[src/rtl/ilk_pkg.sv]
package ilk_pkg;

  typedef enum logic [2:0] {
    FC_NONE      = 3'd0,
    FC_OPEN      = 3'd1,
    FC_SHORT_GND = 3'd2,
    FC_SHORT_VCC = 3'd3,
    FC_CHAN      = 3'd4,
    FC_VOTE      = 3'd5
  } faultCode_e;

  typedef enum logic [2:0] {
    EV_NONE   = 3'd0,
    EV_ENABLE = 3'd1,
    EV_RENEW  = 3'd2,
    EV_CANCEL = 3'd3,
    EV_EXPIRE = 3'd4,
    EV_ABORT  = 3'd5
  } bypassEvent_e;

  typedef enum logic [1:0] {
    ST_IDLE     = 2'd0,
    ST_BYPASS   = 2'd1,
    ST_SAFESTOP = 2'd2
  } bypassState_e;

  // Strobes from the bypass control to the zone datapath
  typedef struct packed {
    logic bypassOn;
    logic safeStop;
    logic excursionHit;
  } ctlStrobe_t;

  // Highest-ranked condition wins: wiring faults, then channel fault, then vote
  function automatic faultCode_e classify(input logic gnd, input logic vcc,
                                          input logic open, input logic chan,
                                          input logic vote);
    if (gnd)       return FC_SHORT_GND;
    else if (vcc)  return FC_SHORT_VCC;
    else if (open) return FC_OPEN;
    else if (chan) return FC_CHAN;
    else if (vote) return FC_VOTE;
    else           return FC_NONE;
  endfunction

endpackage

[src/rtl/ilk_zone_path.sv]
module ilk_zone_path
  import ilk_pkg::*;
#(
  parameter int NUM_ZONES      = 4,
  parameter int DISAGREE_LIMIT = 4
) (
  input  logic                   clk,
  input  logic                   rstN,
  input  logic [NUM_ZONES-1:0]   chanAOpen,
  input  logic [NUM_ZONES-1:0]   chanBOpen,
  input  logic [NUM_ZONES-1:0]   voteSel,
  input  logic [NUM_ZONES-1:0]   lineOpen,
  input  logic [NUM_ZONES-1:0]   lineShortGnd,
  input  logic [NUM_ZONES-1:0]   lineShortVcc,
  input  logic                   estop,
  input  ctlStrobe_t             ctl,
  input  logic [NUM_ZONES-1:0]   maskSel,
  output logic [NUM_ZONES-1:0]   zoneTrip,
  output logic [NUM_ZONES-1:0]   chanFault,
  output logic [3*NUM_ZONES-1:0] zoneFaultCode,
  output logic                   tripOut
);

  localparam int CNT_W = $clog2(DISAGREE_LIMIT + 1);
  localparam logic [CNT_W-1:0] CNT_MAX = CNT_W'(DISAGREE_LIMIT);

  logic [NUM_ZONES-1:0]   rawTripD;
  logic [NUM_ZONES-1:0]   chanHitD;
  logic [3*NUM_ZONES-1:0] codeD;
  logic [NUM_ZONES-1:0]   effMask;
  logic                   tripD;

  for (genvar z = 0; z < NUM_ZONES; z++) begin : g_zone
    logic [CNT_W-1:0] disCntQ;
    logic [CNT_W-1:0] disCntD;
    logic             voteHit;
    faultCode_e       zoneCode;

    always_comb begin
      if (chanAOpen[z] != chanBOpen[z])
        disCntD = (disCntQ == CNT_MAX) ? disCntQ : disCntQ + 1'b1;
      else
        disCntD = '0;
    end

    always_ff @(posedge clk or negedge rstN) begin
      if (!rstN) disCntQ <= '0;
      else       disCntQ <= disCntD;
    end

    assign voteHit     = voteSel[z] ? (chanAOpen[z] & chanBOpen[z])
                                    : (chanAOpen[z] | chanBOpen[z]);
    assign chanHitD[z] = (disCntD == CNT_MAX);
    assign rawTripD[z] = lineOpen[z] | lineShortGnd[z] | lineShortVcc[z] | voteHit;
    assign zoneCode    = classify(lineShortGnd[z], lineShortVcc[z], lineOpen[z],
                                  chanHitD[z], voteHit);
    assign codeD[3*z +: 3] = zoneCode;

    // either open channel trips a zone in 1oo2
    a_r1_single_chan_trips: assert property (@(posedge clk) disable iff (!rstN)
      (!voteSel[z] && (chanAOpen[z] || chanBOpen[z])) |=> zoneTrip[z]);
    // one open channel alone does not trip a healthy 2oo2 zone
    a_r2_single_chan_holds: assert property (@(posedge clk) disable iff (!rstN)
      (voteSel[z] && (chanAOpen[z] != chanBOpen[z]) && !lineOpen[z]
       && !lineShortGnd[z] && !lineShortVcc[z]) |=> !zoneTrip[z]);
    // open wire trips with a non-zero code
    a_r3_open_wire_coded: assert property (@(posedge clk) disable iff (!rstN)
      lineOpen[z] |=> (zoneTrip[z] && zoneFaultCode[3*z +: 3] != 3'd0));
  end

  assign effMask = ctl.bypassOn ? maskSel : '0;
  assign tripD   = estop | ctl.safeStop | ctl.excursionHit | (|(rawTripD & ~effMask));

  always_ff @(posedge clk or negedge rstN) begin
    if (!rstN) begin
      zoneTrip      <= '0;
      chanFault     <= '0;
      zoneFaultCode <= '0;
      tripOut       <= 1'b0;
    end else begin
      zoneTrip      <= rawTripD;
      chanFault     <= chanHitD;
      zoneFaultCode <= codeD;
      tripOut       <= tripD;
    end
  end

  // emergency stop is never masked
  a_r5_estop_trips: assert property (@(posedge clk) disable iff (!rstN)
    estop |=> tripOut);
  // safe stop forces the combined trip
  a_r9_safestop_trips: assert property (@(posedge clk) disable iff (!rstN)
    ctl.safeStop |=> tripOut);

endmodule

[src/rtl/ilk_bypass_ctrl.sv]
module ilk_bypass_ctrl
  import ilk_pkg::*;
#(
  parameter int NUM_ZONES = 4,
  parameter int TTL_W     = 8,
  parameter int PROFILE_W = 4
) (
  input  logic                 clk,
  input  logic                 rstN,
  input  logic                 serviceMode,
  input  logic                 tokenValid,
  input  logic                 bypassReq,
  input  logic                 renewReq,
  input  logic                 cancelReq,
  input  logic                 confirmAck,
  input  logic                 overCurrent,
  input  logic                 overTemp,
  input  logic                 expiryToStop,
  input  logic [TTL_W-1:0]     ttlLoad,
  input  logic [NUM_ZONES-1:0] scopeMask,
  input  logic [PROFILE_W-1:0] profileSel,
  output ctlStrobe_t           ctl,
  output logic [NUM_ZONES-1:0] maskSel,
  output logic                 bypassActive,
  output logic                 safeStop,
  output logic                 deratingEn,
  output logic [PROFILE_W-1:0] deratingOut,
  output logic                 eventValid,
  output logic [2:0]           eventCode
);

  bypassState_e         stQ, stD;
  logic [TTL_W-1:0]     ttlQ, ttlD;
  logic [NUM_ZONES-1:0] maskQ, maskD;
  logic [PROFILE_W-1:0] profQ, profD;
  bypassEvent_e         evD;
  logic                 excursion;

  assign excursion = overCurrent | overTemp;

  always_comb begin
    stD   = stQ;
    ttlD  = ttlQ;
    maskD = maskQ;
    profD = profQ;
    evD   = EV_NONE;
    unique case (stQ)
      ST_IDLE: begin
        if (bypassReq && serviceMode && tokenValid) begin
          stD   = ST_BYPASS;
          ttlD  = ttlLoad;
          maskD = scopeMask;
          profD = profileSel;
          evD   = EV_ENABLE;
        end
      end
      ST_BYPASS: begin
        if (excursion) begin
          stD = ST_SAFESTOP;
          evD = EV_ABORT;
        end else if (!serviceMode || cancelReq) begin
          stD = ST_IDLE;
          evD = EV_CANCEL;
        end else if (renewReq && tokenValid) begin
          ttlD = ttlLoad;
          evD  = EV_RENEW;
        end else if (ttlQ == '0) begin
          stD = expiryToStop ? ST_SAFESTOP : ST_IDLE;
          evD = EV_EXPIRE;
        end else begin
          ttlD = ttlQ - 1'b1;
        end
      end
      ST_SAFESTOP: begin
        if (confirmAck) stD = ST_IDLE;
      end
      default: stD = ST_SAFESTOP;
    endcase
  end

  always_ff @(posedge clk or negedge rstN) begin
    if (!rstN) begin
      stQ        <= ST_IDLE;
      ttlQ       <= '0;
      maskQ      <= '0;
      profQ      <= '0;
      eventValid <= 1'b0;
      eventCode  <= 3'd0;
    end else begin
      stQ        <= stD;
      ttlQ       <= ttlD;
      maskQ      <= maskD;
      profQ      <= profD;
      eventValid <= (evD != EV_NONE);
      eventCode  <= evD;
    end
  end

  assign bypassActive     = (stQ == ST_BYPASS);
  assign safeStop         = (stQ == ST_SAFESTOP);
  assign deratingEn       = bypassActive;
  assign deratingOut      = bypassActive ? profQ : '0;
  assign maskSel          = maskQ;
  assign ctl.bypassOn     = bypassActive;
  assign ctl.safeStop     = safeStop;
  assign ctl.excursionHit = bypassActive & excursion;

  // entry only with service mode and token, and it is announced
  a_r6_entry_gated: assert property (@(posedge clk) disable iff (!rstN)
    $rose(bypassActive) |-> $past(serviceMode && tokenValid));
  a_r6_entry_event: assert property (@(posedge clk) disable iff (!rstN)
    $rose(bypassActive) |-> (eventValid && eventCode == 3'd1));
  // leaving service mode ends bypass at once
  a_r10_mode_exit: assert property (@(posedge clk) disable iff (!rstN)
    (bypassActive && !serviceMode) |=> !bypassActive);
  // an excursion during bypass lands in safe stop
  a_r11_excursion_stop: assert property (@(posedge clk) disable iff (!rstN)
    (bypassActive && (overCurrent || overTemp)) |=> (safeStop && !bypassActive));

endmodule

[src/rtl/zone_interlock_voter.sv]
module zone_interlock_voter
  import ilk_pkg::*;
#(
  parameter int NUM_ZONES      = 4,
  parameter int TTL_W          = 8,
  parameter int PROFILE_W      = 4,
  parameter int DISAGREE_LIMIT = 4
) (
  input  logic                   clk,
  input  logic                   rstN,
  input  logic [NUM_ZONES-1:0]   chanAOpen,
  input  logic [NUM_ZONES-1:0]   chanBOpen,
  input  logic [NUM_ZONES-1:0]   voteSel,
  input  logic [NUM_ZONES-1:0]   lineOpen,
  input  logic [NUM_ZONES-1:0]   lineShortGnd,
  input  logic [NUM_ZONES-1:0]   lineShortVcc,
  input  logic                   estop,
  input  logic                   overCurrent,
  input  logic                   overTemp,
  input  logic                   serviceMode,
  input  logic                   tokenValid,
  input  logic                   bypassReq,
  input  logic                   renewReq,
  input  logic                   cancelReq,
  input  logic                   confirmAck,
  input  logic                   expiryToStop,
  input  logic [TTL_W-1:0]       ttlLoad,
  input  logic [NUM_ZONES-1:0]   scopeMask,
  input  logic [PROFILE_W-1:0]   profileSel,
  output logic [NUM_ZONES-1:0]   zoneTrip,
  output logic [NUM_ZONES-1:0]   chanFault,
  output logic [3*NUM_ZONES-1:0] zoneFaultCode,
  output logic                   tripOut,
  output logic                   bypassActive,
  output logic                   safeStop,
  output logic                   deratingEn,
  output logic [PROFILE_W-1:0]   deratingOut,
  output logic                   eventValid,
  output logic [2:0]             eventCode
);

  ctlStrobe_t           ctl;
  logic [NUM_ZONES-1:0] maskSel;

  ilk_bypass_ctrl #(
    .NUM_ZONES(NUM_ZONES), .TTL_W(TTL_W), .PROFILE_W(PROFILE_W)
  ) u_ctrl (
    .clk(clk), .rstN(rstN),
    .serviceMode(serviceMode), .tokenValid(tokenValid),
    .bypassReq(bypassReq), .renewReq(renewReq), .cancelReq(cancelReq),
    .confirmAck(confirmAck), .overCurrent(overCurrent), .overTemp(overTemp),
    .expiryToStop(expiryToStop), .ttlLoad(ttlLoad), .scopeMask(scopeMask),
    .profileSel(profileSel), .ctl(ctl), .maskSel(maskSel),
    .bypassActive(bypassActive), .safeStop(safeStop),
    .deratingEn(deratingEn), .deratingOut(deratingOut),
    .eventValid(eventValid), .eventCode(eventCode)
  );

  ilk_zone_path #(
    .NUM_ZONES(NUM_ZONES), .DISAGREE_LIMIT(DISAGREE_LIMIT)
  ) u_path (
    .clk(clk), .rstN(rstN),
    .chanAOpen(chanAOpen), .chanBOpen(chanBOpen), .voteSel(voteSel),
    .lineOpen(lineOpen), .lineShortGnd(lineShortGnd), .lineShortVcc(lineShortVcc),
    .estop(estop), .ctl(ctl), .maskSel(maskSel),
    .zoneTrip(zoneTrip), .chanFault(chanFault),
    .zoneFaultCode(zoneFaultCode), .tripOut(tripOut)
  );

endmodule

[config.mk]
export PLATFORM = sky130hd
export DESIGN_NAME = zone_interlock_voter
export DESIGN_NICKNAME = d
export VERILOG_FILES = /design/src/rtl/ilk_pkg.sv /design/src/rtl/ilk_zone_path.sv /design/src/rtl/ilk_bypass_ctrl.sv /design/src/rtl/zone_interlock_voter.sv
export SDC_FILE = /design/constraint.sdc
export NUM_CORES = 1
export LEC_CHECK = 0
export ABC_AREA = 1
export CAP_MARGIN = 20
export CORE_MARGIN = 1.5
export CORE_UTILIZATION = 47
export DETAILED_ROUTE_END_ITERATION = 10
export HOLD_SLACK_MARGIN = 0.12
export PLACE_DENSITY_LB_ADDON = 0.2
export SLEW_MARGIN = 20
export SYNTH_ARGS = -nofsm -noshare
export SYNTH_HDL_FRONTEND = slang
export SYNTH_SLANG_ARGS = --single-unit
export TNS_END_PERCENT = 1
[constraint.sdc]
create_clock -name clk -period 1.85 [get_ports clk]
set_clock_uncertainty 0.2 [all_clocks]
set_input_delay 0.4625 -clock clk [delete_from_list [all_inputs] [get_ports clk]]
set_output_delay 0.4625 -clock clk [all_outputs]
set_load 0.1 [all_outputs]
# --- Word-level counts from Yosys, hierarchy flattened ---
# Cells that the tools add are included.
classes:
  eq_ne: 21
  muxes: 54
  n_reduce_logical: 13
  n_mul: 0
  shift: 0
  bitwise: 27
  add_sub_neg: 5
  magnitude_cmp: 0
  div_mod_pow: 0
ops:
  columns: ["op", "count"]
  rows:
  - ["$mux 3", 32]
  - ["$mux 8", 5]
  - ["$eq 3x3->1 const B", 8]
  - ["$or 1x1->1", 20]
  - ["$pmux 8 s2", 1]
  - ["$mux 2", 7]
  - ["$add 3x1->3 const B", 4]
  - ["$logic_not 8->1", 1]
  - ["$mux 4", 2]
  - ["$ne 4x4->1 const B", 2]
  - ["$sub 8x1->8 const B", 1]
  - ["$ne 2x2->1 const B", 3]
  - ["$pmux 2 s3", 1]
  - ["$pmux 3 s2", 1]
  - ["$and 1x1->1", 5]
  - ["$mux 1", 5]
  - ["$reduce_and 5->1", 1]
  - ["$and 4x4->4", 1]
  - ["$ne 1x1->1", 4]
  - ["$not 4->4", 1]
  - ["$reduce_and 4->1", 1]
  - ["$reduce_or 4->1", 1]
  - ["$logic_and 1x1->1", 3]
  - ["$ne 3x3->1 const B", 1]
  - ["9 further kinds", 9]
word_totals:
  out_inout_bits: 32
  inputBits: 52
  mem_bits_ro: 0
  memories: 0
  latch_bits: 0
  word_cells: 134
  mem_bits_rw: 0
  regBits: 55

# --- Depth between registers and ports, before layout ---
# Gate-level depths: netlist (run 1).
logic_depth:
  depth_word: 8
  ltp_mapped: 10
  ltp_nobuf: 10

# --- By module ---
# Synthesis (run 1) repeated with hierarchy kept, for this count alone.
unflattened:
  cells_unflattened: 344
  hier_area_um2: 3017.9
modules_own_cells:
  columns: ["module", "seq_area_each_um2", "area_each_um2", "instances", "cells_per_inst"]
  rows:
  - ["ilk_zone_path", 825.8, 1630.3, 1, 174]
  - ["ilk_bypass_ctrl", 550.5, 1387.6, 1, 170]

# --- Worst setup path before layout (run 1) ---
# OpenSTA, ideal clock, no wires.
synth_timing:
  path_type: "flip-flop to flip-flop"
  from: "register u_ctrl.stQ[0]"
  to: "register u_ctrl.stQ[1]"
  path_slack_ns: -0.642
  path_stages_with_launch: 7
  arrival_ns: 2.162
  setup_ns: 0.130
  period_less_slack_ns: 2.492
  t_required_ns: 1.520
  path_cell_list: "dfrtp_1 -> nor2_1 -> nand2_1 -> nand2_1 -> inv_1 -> nand2_1 -> o21ai_0"
synth_via:
  elab_chain_len: 3
  word_cells_on_any_way: 9
  classes_between: "eq/ne: 6; mux: 1; reduce/logical: 2"
synth_rtl:
  columns: ["element", "line_no", "rtl"]
  rows:
  - ["from (decl)", "ilk_bypass_ctrl.sv:32", "bypassState_e stQ, stD;"]
  - ["from (signal assigned)", "ilk_bypass_ctrl.sv:90", "stQ <= stD;"]
  - ["$eq 2x2->1 (*)", null, null]
  - ["named net safeStop", "zone_interlock_voter.sv:35", "output logic safeStop,"]
  - ["$ne 2x2->1 (no source line)", null, null]
  - ["$reduce_and 4->1 (no source line)", null, null]
# The timed path passes the listed nets; every way through them passes the cells marked *.
# A chain may end at the register's enable or synchronous reset.

# --- Final worst setup path (run 1) ---
layout_timing:
  from: "register u_ctrl.stQ[1]"
  to: "output deratingOut[0]"
layout_via:
  elab_chain_len: 2
layout_rtl:
  columns: ["element", "line_no", "rtl"]
  rows:
  - ["$eq 2x1->1", "ilk_bypass_ctrl.sv:99", "assign bypassActive = (stQ == ST_BYPASS);"]
  - ["$mux 4", "ilk_bypass_ctrl.sv:102", "assign deratingOut = bypassActive ? profQ : '0;"]
  - ["to (decl)", "zone_interlock_voter.sv:37", "output logic [PROFILE_W-1:0] deratingOut,"]
# Every way passes these cells.

==> results of run 1 <==
==> cells by family after synthesis <==
logic type | Yosys count
buffers and inverters | 61
AOI/OAI and AO/OA | 38
and+or+nand+nor | 152
adders and majority gates | 18
DFF | 55
muxes | 4
xor gates and xnor gates | 1
==> cells in the final DEF (no fill, tap or decap), drive strengths merged, types with 13 or more instances in the layout <==
| cell type | instances |
|---|---|
| nor2 | 37 |
| a21oi | 13 |
| inv | 58 |
| dfrtp | 55 |
| o21ai | 21 |
| ha | 18 |
| nand2 | 74 |
| nand3 | 28 |
| clkdlybuf4s50 | 50 |
| buf | 56 |
==> synthesized netlist by cell type, drive strengths merged <==
cell type	number
nand4	3
buf	3
o211ai	2
a21oi	13
nand3	28
inv	58
xnor2	1
a22oi	1
nor3	2
or2	8
a21boi	1
dfrtp	55
nand2	74
nor2	37
o21ai	21
mux2	4
ha	18
==> where the power goes <==
group	leakage, nW	internal [W]	switching [W]
Sequential	0.670	0.00136	0.000129
Combinational	1.45	0.000537	0.000747
Clock	0.0412	0.000266	0.000396
==> what timing repair did <==
item                       4_1_cts  5_1_grt
hold buffers                     1        0
gates cloned                     0        0
pin swaps                        1        4
setup buffers                    2        0
hold endpoints to repair        55        0
setup endpoints to repair        7       19
gates resized for setup          9       16
==> state kept, by name (all words and copies together), names as in the netlist <==
name and flops:
u_ctrl.eventCode 3, u_ctrl.eventValid 1, u_ctrl.maskSel 4, u_ctrl.profQ 4
u_ctrl.stQ 2, u_ctrl.ttlQ 8, u_path.chanFault 4, u_path.g_zone.disCntQ 12
u_path.tripOut 1, u_path.zoneFaultCode 12, u_path.zoneTrip 4
==> cell type report <==
type	instances	area, sq um
Clock buffer	6	72.6
Inverter	58	225
Tap cell	72	90.1
Timing Repair Buffer	107	1330
Sequential cell	55	1380
Clock inverter	2	12.5
Multi-Input combinational cell	213	1260
Fill cell	375	1240
==> critical path, cell delays in order (launching register included) <==
cell	delay, ps
dfrtp_1	390
inv_2	120
nand2_8	110
nor2_4	140
buf_12	180
==> worst paths after layout <==
| check | startpoint | to | cells past startpoint | slack [ps] |
|---|---|---|---|---|
| min reg2reg | u_ctrl.maskSel[1] | u_ctrl.maskSel[1] | 1 | 320 |
| max in group asynchronous | rstN | u_ctrl.stQ[0] | 3 | 680 |
| min in group asynchronous | rstN | u_path.zoneFaultCode[10] | 3 | 490 |
| max | u_ctrl.stQ[1] | deratingOut[0] | 4 | -70 |
| min | u_ctrl.maskSel[1] | u_ctrl.maskSel[1] | 1 | 320 |
| max reg2reg | u_ctrl.stQ[1] | u_ctrl.ttlQ[2] | 8 | 150 |
==> layer usage <==
| layer | routed length [microns] | part of all wire (%) | GRT usage [%] | vias to the layer above |
|---|---|---|---|---|
| met5 | 0 | 0 | 0 | - |
| met1 | 2890 | 42 | 28.1 | 1187 |
| met2 | 3560 | 51 | 37.5 | 81 |
| li1 | - | - | - | 1253 |
| met3 | 365 | 5.3 | 4.11 | 9 |
| met4 | 123 | 1.8 | 8.28 | 0 |
==> metrics by stage <==
stage / power [W] / hold WS, ps / util, % / setup WS [ps]
after floorplan: 0.00221 / -33.1 / - / -200
after global placement: 0.00269 / 288 / 74.2 / -234
after detailed placement: 0.00274 / 295 / 74.2 / -324
after CTS: 0.00342 / 321 / 76.8 / -56.7
after global routing: 0.00364 / 334 / 77.9 / -143
final: 0.00344 / 319 / 77.9 / -71.7
==> flow_summary.ini, run 1 <==
[synthesis]
muxShareOfSynthArea_pct = 1.75
seq_area_frac_synth_pct = 49.4
avgSynthCellArea_sq_um = 8.46
synth_cell_types = 27
synth_top_area_share_pct = 49.4
synth.area.top_cells = dfrtp_1, nand2_1, ha_1
synth_compound_area_share_pct = 7.19
netlist_area_sq_mm = 0.00278
synth_xor_area_share_pct = 0.315
ys_warn_count = 0
yosys.area.top_type = dfrtp_1
synth-simple-area-share_pct = 24.2
synth_top_family_by_area = simple AND/OR/NAND/NOR gates
synth-seq-cells = 55
synthCells = 329
synthAdderAreaFrac_pct = 8.09
syn_nets = 399

[sta]
fin_crit_ps = 1920
fmax_mhz = 520
final_hold_viol_count = 0
rsz0062_at_grt = yes
finalCritPeriodShare_pct = 104
finalSetupViolCount = 7
setup_tns_ps = -295
slew_headroom_pct = 76.0
finalWorstSetupSlack_ps = -71.7
drv_slew = 0
tightest_slew_ps = 360

[power]
vdd_drop_max_v = 0.000507
p_leak_nw = 2.16
p_per_area_mw_per_mm2 = 788

[global_routing]
grt.total_usage_pct = 22.2
grt_first_pass_wirelength_mm = 11.0
antenna_found_initial = 0
first_global_vias = 2423
grt_max_degree = 30
grt-ovfl-total = 0

[worst_setup_path]
path_class = reg2out
cp.required_ps = 1190
worst_setup_path_start_kind = flip-flop
end_kind = output port
crit_arrival_ps = 1260
crit_fanout = 7

[finish]
areaGrowthSynthToFinish_pct = 56.9
finalInstanceArea_sq_mm = 0.00437
num_antenna_cells = 0
fin_cells = 513
drive_above_1_share_pct = 23.6
final_nets = 510

[die]
fp.dieArea_sq_mm = 0.00639
ios = 84
die_h_microns = 80.0
placementRows = 27
initial_core_util_pct = 49.6
fp.coreArea_sq_mm = 0.00561
die_x_microns = 80.0

[clock_network]
cts-htree-levels = 2
cts_tree = yes
cts_buffers = 5
insertion_delay_ps = 310
clk_pin_slew_ps = 100
root_buffer = clkbuf_8
clk_path_buf_depth = 2
cts.sink_count = 55

[placed_design]
hpwl_mm = 5.15
routabilityCongestion = 0.843
dp.cells = 502
postPlaceCellArea_sq_mm = 0.00416
numPortBuffers = 83

[detailed_routing]
first_iter_violations = 198
routed_wl_mm = 6.94
wire_per_inst_microns = 13.5
drt.antenna.violating_nets = 0
drc_errors = 0
drtPass1Iterations = 4
routed_via_density = 4.93
vias = 2530

[run_status]
violations = setup timing
status = finished, violations left

[run]
drv_cap = 0

[worst_hold_path]
hold_class = reg2reg
Note: power is estimated with default switching activity, not from simulation.
==> run 2, diff against run 1 <==
CAP_MARGIN = unset   (was 20)
GPL_TIMING_DRIVEN = 0   (was unset)
clock period = 2.12 ns   (was 1.85 ns; I/O delays follow)
==> run 2 against run 1 <==
The flow now finishes without violations. Global-route usage shrank 2.5 points. Sequential power shrank 14%. Design area shrank 12%. Via count shrank 6.4%. Worst hold slack lost 3.3 ps. Sequential share of layout area grew 4.2 points. Combinational power shrank 29%. Count of clock-buffer cells in the layout grew 1. Largest power group unchanged.
==> flow_summary.ini, run 2 (synthesized netlist as in run 1, its figures left out) <==
[detailed_routing]
wire_per_inst_microns = 11.8
drt.antenna.violating_nets = 0
routed_wl_mm = 5.79
routed_via_density = 4.80
drtPass1Iterations = 4
drc_errors = 0
vias = 2367
first_iter_violations = 112

[global_routing]
first_global_vias = 2339
grt_first_pass_wirelength_mm = 9.86
grt-ovfl-total = 0
antenna_found_initial = 0
grt.total_usage_pct = 19.7
grt_max_degree = 56

[worst_setup_path]
critPathSlowestCell = dfrtp_1
critical_path.max_stage_delay_ps = 400
cp.required_ps = 1390
end_kind = output port
path_cells = inv_1, nand2_4, inv_4, buf_4, buf_12
crit_fanout = 9
path_delay_family = buffers and inverters
crit_arrival_ps = 1350
path_class = reg2out
path_buf_inv = 4
worst_setup_path_start_kind = flip-flop

[die]
fp.coreArea_sq_mm = 0.00561
die_h_microns = 80.0
fp.dieArea_sq_mm = 0.00639
initial_core_util_pct = 49.6
die_x_microns = 80.0
placementRows = 27
ios = 84

[sta]
final_hold_viol_count = 0
drv_slew = 0
fin_crit_ps = 2080
tightest_slew_ps = 687
fmax_mhz = 482
setup_tns_ps = 0
rsz0062_at_grt = yes
finalSetupViolCount = 0
slew_headroom_pct = 54.2
finalCritPeriodShare_pct = 97.9

[finish]
final_cell_mix = nand2_1, inv_1, dfrtp_1
final_nets = 490
reg_top3 = u_path.g_zone.disCntQ: 12 flops, u_path.zoneFaultCode: 12 flops, u_ctrl.ttlQ: 8 flops
areaGrowthSynthToFinish_pct = 38.5
fin_cells = 493
drive_above_1_share_pct = 15.9
finalInstanceArea_sq_mm = 0.00385
final_common_cell = nand2_1
n_fill_cell = 488
num_antenna_cells = 0

[placed_design]
postPlaceCellArea_sq_mm = 0.00370
routabilityCongestion = 0.860
numPortBuffers = 83
hpwl_mm = 4.42
dp.cells = 484

[power]
p_per_area_mw_per_mm2 = 733
vdd_drop_max_v = 0.000412
p_leak_nw = 1.94

[clock_network]
cts_buffers = 5
clk_pin_slew_ps = 90
clk_path_buf_depth = 2
cts-htree-levels = 2
insertion_delay_ps = 300
cts.sink_count = 55
post-cts-setup-buffers = 0
cts_tree = yes
root_buffer = clkbuf_8

[run_status]
status = complete, no violations

[run]
drv_cap = 0

[worst_hold_path]
hold_class = reg2reg
-- run 2: cell count changes in the layout (fill, tap and decap cells not counted), moves of 5 or more --
cell / delta
nor2_1: +5
nand3_1: +5
buf_4: -20
nand3_2: -5
clkdlybuf4s15_2: +24
buf_12: -31
buf_6: +7
-- run 2: metrics by stage --
stage               util, %  hold slack [ps]  power [W]  setup WS [ps]
detailed placement     66.0              295    0.00222           -565
CTS                    68.4              318    0.00284          -91.0
global route           68.7              337    0.00301          -30.9
finish                 68.7              316    0.00283           44.3
floorplan                 -             34.4    0.00192           -432
global placement       66.1              288    0.00218          -1410
-- run 2: report_power, final --
| part | internal, W | switching, W |
|---|---|---|
| logic | 0.000320 | 0.000591 |
| clock network | 0.000298 | 0.000336 |
| registers | 0.00119 | 0.0000916 |
-- run 2: path summary, 6_finish.rpt --
| path | cells past startpoint | from | slack [ps] | end |
|---|---|---|---|---|
| max in group asynchronous | 2 | rstN | 670 | u_path.zoneTrip[1] |
| min | 1 | u_ctrl.maskSel[2] | 320 | u_ctrl.maskSel[2] |
| min in group asynchronous | 2 | rstN | 600 | u_path.chanFault[2] |
| max reg2reg | 10 | u_ctrl.ttlQ[0] | 440 | u_ctrl.ttlQ[0] |
| max | 5 | u_ctrl.stQ[1] | 40 | deratingEn |
| min reg2reg | 1 | u_ctrl.maskSel[2] | 320 | u_ctrl.maskSel[2] |
-- run 2: cell type report --
class                      instances  area [sq um]  share of cell area (%)
inverter                          58           220                    5.71
clock buffer                       7          96.3                    2.50
clock inverter                     1          7.51                   0.195
timing repair buffer              84           877                    22.8
sequential                        55          1380                    35.7
buffer                             3          30.0                   0.779
multi-input combinational        213          1160                    30.0
tap                               72          90.1                    2.34
-- run 2: metal layers --
layer  vias up  routed length, microns  part of all wire [%]  global-route usage, %
met5         -                       0                     0                      0
met4         0                      63                   1.1                   6.03
met3         7                     311                   5.4                   3.66
met2        59                    2900                    50                   36.4
met1      1092                    2520                    43                   22.9
li1       1209                       -                     -                      -
-- run 2: worst reg2reg max path, cell delays in order, from the launching register on --
cell	delay [ps]
dfrtp_1	400
inv_1	120
ha_1	160
nand2_1	60
nor2_1	130
nand2_1	80
nand2_2	90
nand2_4	70
buf_6	150
nand2_1	50
o21ai_0	70
-- run 2: timing repair --
action | 4_1_cts | 5_1_grt
gates resized for setup | 118 | 7
endpoints found under the setup margin | 32 | 7
endpoints found under the hold margin | 55 | 0
hold buffers | 1 | 0
==> run 3, diff against run 2 <==
CTS_CLUSTER_SIZE = 10   (was unset)
==> results of run 3 <==
The final DEF is identical to that of run 2; final timing and power are the same.
